==> src/rtl/mul_ilk_pkg.sv <==
package mul_ilk_pkg;
  localparam int XLEN   = 32;
  localparam int RIDX_W = 5;
  typedef logic [XLEN-1:0]   word_t;
  typedef logic [RIDX_W-1:0] ridx_t;
endpackage

==> src/rtl/mul_seq.sv <==
module mul_seq #(
  parameter int LAT = 4
) (
  input  logic clk,
  input  logic rst_n,
  input  logic fire,
  output logic busy,
  output logic stall,
  output logic bubble,
  output logic done
);
  localparam int CW = $clog2(LAT + 1);

  logic [CW-1:0] cnt;

  always_ff @(posedge clk or negedge rst_n) begin
    if (!rst_n) begin
      busy <= 1'b0;
      cnt  <= '0;
    end else if (fire) begin
      busy <= 1'b1;
      cnt  <= CW'(1);
    end else if (busy) begin
      if (cnt == CW'(LAT)) begin
        busy <= 1'b0;
        cnt  <= '0;
      end else begin
        cnt <= cnt + CW'(1);
      end
    end
  end

  always_comb begin
    stall  = busy && (int'(cnt) <= LAT - 2);
    bubble = busy && (cnt >= CW'(2)) && (int'(cnt) <= LAT - 1);
    done   = busy && (cnt == CW'(LAT));
  end

  assert_stall_busy_R2: assert property (@(posedge clk) disable iff (!rst_n)
    stall |-> busy);
  assert_done_ends_R1: assert property (@(posedge clk) disable iff (!rst_n)
    done |=> !busy);
endmodule

==> src/rtl/mul_pipe.sv <==
module mul_pipe
  import mul_ilk_pkg::*;
#(
  parameter int LAT = 4
) (
  input  logic  clk,
  input  logic  rst_n,
  input  logic  fire,
  input  word_t op_a,
  input  word_t op_b,
  input  logic  ovf_en,
  output logic  out_valid,
  output word_t out_prod,
  output logic  out_ovf
);
  localparam int PW = 2 * XLEN;

  logic [PW-1:0]  full;
  logic [LAT-1:0] st_v;
  logic [LAT-1:0] st_o;
  word_t          st_d [LAT];

  always_comb full = {{XLEN{1'b0}}, op_a} * {{XLEN{1'b0}}, op_b};

  for (genvar i = 0; i < LAT; i++) begin : g_stage
    if (i == 0) begin : g_head
      always_ff @(posedge clk or negedge rst_n) begin
        if (!rst_n) begin
          st_v[0] <= 1'b0;
          st_o[0] <= 1'b0;
          st_d[0] <= '0;
        end else begin
          st_v[0] <= fire;
          if (fire) begin
            st_d[0] <= full[XLEN-1:0];
            st_o[0] <= ovf_en && (|full[PW-1:XLEN]);
          end
        end
      end
    end else begin : g_body
      always_ff @(posedge clk or negedge rst_n) begin
        if (!rst_n) begin
          st_v[i] <= 1'b0;
          st_o[i] <= 1'b0;
          st_d[i] <= '0;
        end else begin
          st_v[i] <= st_v[i-1];
          st_o[i] <= st_o[i-1];
          st_d[i] <= st_d[i-1];
        end
      end
    end
  end

  always_comb begin
    out_valid = st_v[LAT-1];
    out_prod  = st_d[LAT-1];
    out_ovf   = st_o[LAT-1] && st_v[LAT-1];
  end
endmodule

==> src/rtl/mul_hz.sv <==
module mul_hz
  import mul_ilk_pkg::*;
(
  input  logic  clk,
  input  logic  rst_n,
  input  logic  fire,
  input  ridx_t ex_rd,
  input  logic  busy,
  input  ridx_t rs1,
  input  ridx_t rs2,
  output logic  hazard,
  output ridx_t held_rd
);
  always_ff @(posedge clk or negedge rst_n) begin
    if (!rst_n)    held_rd <= '0;
    else if (fire) held_rd <= ex_rd;
  end

  logic hit_now, hit_held;
  always_comb begin
    hit_now  = fire && (ex_rd != '0) && ((rs1 == ex_rd) || (rs2 == ex_rd));
    hit_held = busy && (held_rd != '0) && ((rs1 == held_rd) || (rs2 == held_rd));
    hazard   = hit_now || hit_held;
  end

  assert_idle_nohz_R6: assert property (@(posedge clk) disable iff (!rst_n)
    (!busy && !fire) |-> !hazard);
endmodule

==> src/rtl/mul_interlock.sv <==
module mul_interlock
  import mul_ilk_pkg::*;
#(
  parameter int LAT = 4
) (
  input  logic        clk,
  input  logic        rst_n,
  input  logic        start_valid,
  output logic        start_ready,
  input  logic [31:0] start_a,
  input  logic [31:0] start_b,
  input  logic [4:0]  start_rd,
  input  logic        start_ovf_en,
  input  logic [4:0]  dec_rs1,
  input  logic [4:0]  dec_rs2,
  input  logic        pipe_wb_valid,
  input  logic [4:0]  pipe_wb_rd,
  input  logic [31:0] pipe_wb_data,
  output logic        stall,
  output logic        hazard,
  output logic        rf_we,
  output logic [4:0]  rf_waddr,
  output logic [31:0] rf_wdata,
  output logic        mul_ovf
);
  logic  busy, sq_bubble, sq_done, fire;
  logic  mp_valid, mp_ovf;
  word_t mp_prod;
  ridx_t held_rd;

  always_comb begin
    start_ready = !busy;
    fire        = start_valid && start_ready;
  end

  mul_seq #(.LAT(LAT)) u_seq (
    .clk(clk), .rst_n(rst_n), .fire(fire),
    .busy(busy), .stall(stall), .bubble(sq_bubble), .done(sq_done)
  );

  mul_pipe #(.LAT(LAT)) u_pipe (
    .clk(clk), .rst_n(rst_n), .fire(fire),
    .op_a(start_a), .op_b(start_b), .ovf_en(start_ovf_en),
    .out_valid(mp_valid), .out_prod(mp_prod), .out_ovf(mp_ovf)
  );

  mul_hz u_hz (
    .clk(clk), .rst_n(rst_n), .fire(fire), .ex_rd(start_rd),
    .busy(busy), .rs1(dec_rs1), .rs2(dec_rs2),
    .hazard(hazard), .held_rd(held_rd)
  );

  always_comb begin
    if (sq_done) begin
      rf_we    = (held_rd != '0);
      rf_waddr = held_rd;
      rf_wdata = mp_prod;
    end else begin
      rf_we    = pipe_wb_valid && !sq_bubble;
      rf_waddr = pipe_wb_rd;
      rf_wdata = pipe_wb_data;
    end
    mul_ovf = sq_done && mp_ovf;
  end

  assert_align_R3: assert property (@(posedge clk) disable iff (!rst_n)
    mp_valid == sq_done);
  assert_ready_busy_R1: assert property (@(posedge clk) disable iff (!rst_n)
    busy |-> !start_ready);
  assert_rd0_nowrite_R4: assert property (@(posedge clk) disable iff (!rst_n)
    (sq_done && held_rd == '0) |-> !rf_we);
  assert_bubble_nowrite_R5: assert property (@(posedge clk) disable iff (!rst_n)
    sq_bubble |-> !rf_we);
  assert_ovf_window_R7: assert property (@(posedge clk) disable iff (!rst_n)
    mul_ovf |-> sq_done);
endmodule

==> config.mk <==
export PLATFORM = sky130hd
export DESIGN_NAME = mul_interlock
export DESIGN_NICKNAME = d
export VERILOG_FILES = /design/src/rtl/mul_ilk_pkg.sv /design/src/rtl/mul_seq.sv /design/src/rtl/mul_pipe.sv /design/src/rtl/mul_hz.sv /design/src/rtl/mul_interlock.sv
export SDC_FILE = /design/constraint.sdc
export NUM_CORES = 2
export LEC_CHECK = 0
export BUFFER_PORTS_ARGS = -buffer_cell sky130_fd_sc_hd__buf_2
export CORE_MARGIN = 1.5
export CORE_UTILIZATION = 59
export DETAILED_ROUTE_END_ITERATION = 16
export HOLD_SLACK_MARGIN = 0.15
export PLACE_DENSITY = 0.85
export SYNTH_ARGS = -nofsm -noshare
export SYNTH_HDL_FRONTEND = slang
export SYNTH_SLANG_ARGS = --single-unit
export TNS_END_PERCENT = 5
==> constraint.sdc <==
create_clock -name clk -period 2.9 [get_ports clk]
set_input_delay 0.58 -clock clk [delete_from_list [all_inputs] [get_ports clk]]
set_output_delay 0.58 -clock clk [all_outputs]
set_load 0.02 [all_outputs]
==> results.md <==
* Worst setup margin at -5410 ps
* CTS root buf: clkbuf_16
* Syn-to-layout area delta at 17.8%
* Largest net degree at the start of global routing at 64
* Fin. Hold Viols at 0
* # rows at 92
* Initial antenna violation count at 5
* Vias per std cell at 5.83
* Core Area at 0.0633 sq mm
* Total Wirelength at 113,000 microns
* RSZ-0062 raised after global routing: yes
* Die height at 257 microns
* Status: finished, violations left
* Drt first pass iters at 6
* Critical path type: primary input to flip-flop
* Reg-to-reg setup timing slack at -50 ps
* Leading cell types by total area after synthesis: fa_1 47%, dfrtp_1 9.6%, and2_1 9.2%, ha_1 8.8%, nand2_1 7.1%
* Slew @ Worst Pin at 602 ps
* Clock slew at reported path FFs at 60 ps
* RD Place Congestion at 0.941
* Post-Syn Area at 0.0379 sq mm
* Max-cap violations at 0
* Area of the multi-input gates at 0.0316 sq mm
* Syn Area/Cell at 9.37 sq um
* Mapped Nets at 5,332
* Die X at 257 microns
* CTS Hold Bufs at 0
* Max-slew headroom at 59.9%
* Die area at 0.0658 sq mm
* Utilization of the core after routing at 70.5%
* CTS tree: done
* Boundary pin count at 163
* Failing checks: negative setup slack
* CP max-delay cell: fa_1
* Period utilization at 286%
* Commonest non-fill, non-tap cells in the layout: 885 x fa_1, 710 x inv_1, 704 x nand2_1
* Filler cell count at 4,192
* Drt wl/cell at 21.2 microns
* Post-synth EDFFs at 0
* Asr flop ratio synth at 100%
* Worst-skew pair later-pin latency at 420 ps
* Iter 0 DRT Violations at 2,821
* CP Max Fanout at 14
* Worst EP arrival at 8600 ps
* HPWL Detailed at 88,900 microns
* Max Freq at 120 MHz
* Post-route DRC violation count at 0
* Commonest non-fill, non-tap cell in the layout: fa_1
* Overflow after GRT at 0
* Top FF cell, synth: dfrtp_1
* Htree depth at 4
* Worst stage delay on the critical path at 690 ps
* TritonCTS Buffers at 17
* Post-synthesis register bit count at 145
* Crit path required time at 3190 ps
* Initial Util at 59.9%
* Synth top area share at 47.3%
* GR Util All Layers at 34.1%
* Share of cells above drive strength 1 at 18.3%
* Worst path most repeated cell: fa_1
* Slew Viols, Final at 0
* Worst Setup Start Kind: primary input
* Hold crit path type: primary input to async pin
* CTS sink count at 145
* Detailed-route via count at 31.2k
* Clk_skew at 9.22 ps
* Final Setup Violations at 29
* CP Capture Type: flip-flop
* Synth warnings at 0
* Max Root-Sink Buffers at 2
* Post-synth cell types at 69
* Port bufs at 162
* Post-route ant nets at 0
* First-pass GRT wire length at 177,000 microns
* Period minus WS final at 8310 ps
* Reg area at 0.00363 sq mm
* Mapped Cells at 4,048
* Seq/Total Area, Yosys at 9.57%
* Top cell type by total area after synthesis: fa_1
* NumNets Final at 5,764
* Vias in the first global route at 34.9k
[cells by family (layout without fill, tap and decap cells)]
logic type	after synthesis	after routing	synth area share [%]
AOI/OAI and AO/OA	286	286	4.68
xor gates and xnor gates	65	65	1.50
adders and majority gates	1163	1163	56.1
buffers and inverters	947	1391	9.39
DFF	145	145	9.57
muxes	5	5	0.139
other	0	3	0
and+or+nand+nor	1437	1437	18.6
[registers in the layout, indices dropped and copies added, names as in the netlist]
name and cells:
u_seq.busy 1, u_pipe.out_prod 32, u_hz.held_rd 5, u_pipe.st_o 4, u_pipe.out_valid 1, u_seq.cnt 3
u_pipe.st_v 3, u_pipe.st_d 96
[stage by stage]
step	instances	worst slack [ps]	cell area [sq um]	setup TNS, ps	hold slack [ps]
after floorplan	4048	-4710	38200	-82980	284
after global placement	5303	-5530	43000	-104790	332
after detailed placement	5303	-5690	43000	-108230	335
after CTS	5337	-4950	44300	-89360	154
after global routing	5341	-5460	44600	-102030	184
final	5341	-5410	44600	-99160	135
[timing repair]
item	4_1_cts	5_1_grt
endpoints found under the setup margin	30	30
cloned	0	0
setup buffers	3	1
resized for setup	135	62
pin swaps	42	35
[path summary, 6_finish.rpt]
| path | startpoint | endpoint | cells after the start |
|---|---|---|---|
| max in group asynchronous | rst_n | u_pipe.st_d[45] | 2 |
| worst min register to register | u_pipe.st_d[41] | u_pipe.out_prod[9] | 0 |
| worst min-delay path | rst_n | u_hz.held_rd[2] | 1 |
| worst max-delay path | start_a[10] | u_pipe.st_o[0] | 30 |
| min in group clk | u_pipe.st_d[41] | u_pipe.out_prod[9] | 0 |
| worst max register to register | u_seq.busy | u_pipe.st_o[0] | 11 |
[cells in the mapped netlist, drive strengths merged, types with 32 or more instances]
cell type / count
a21oi: 89
and2: 559
clkbuf: 230
dfrtp: 145
fa: 896
ha: 267
inv: 711
nand2: 713
nor2: 61
o21ai: 82
xnor2: 33
xor2: 32
[layout make-up]
| cell class | count | share of cell area, % |
|---|---|---|
| inverters | 712 | 5.99 |
| diodes | 3 | 0.0168 |
| clock inverters | 10 | 0.462 |
| clock buffers | 21 | 1.03 |
| repair buffers | 648 | 11.2 |
| multi-input cells | 2956 | 70.8 |
| well taps | 846 | 2.37 |
| flip-flops and latches | 145 | 8.13 |
[critical path: cells and delay by family]
kind	cells	cell delay (ps)
compound gates	8	1650
fa+ha+maj	9	4100
buf+inv	9	1130
simple gates	4	1100
[per-layer routing]
layer | up-vias | wire (microns) | track usage (%)
li1 | 12907 | - | -
met1 | 15549 | 38200 | 39.6
met2 | 1977 | 57100 | 60.2
met3 | 718 | 8530 | 4.23
met4 | 4 | 9240 | 21.1
met5 | - | 30 | 0
Power is not shown: default switching activity piles up to over one toggle a cycle in this logic, so the estimate is an artifact.
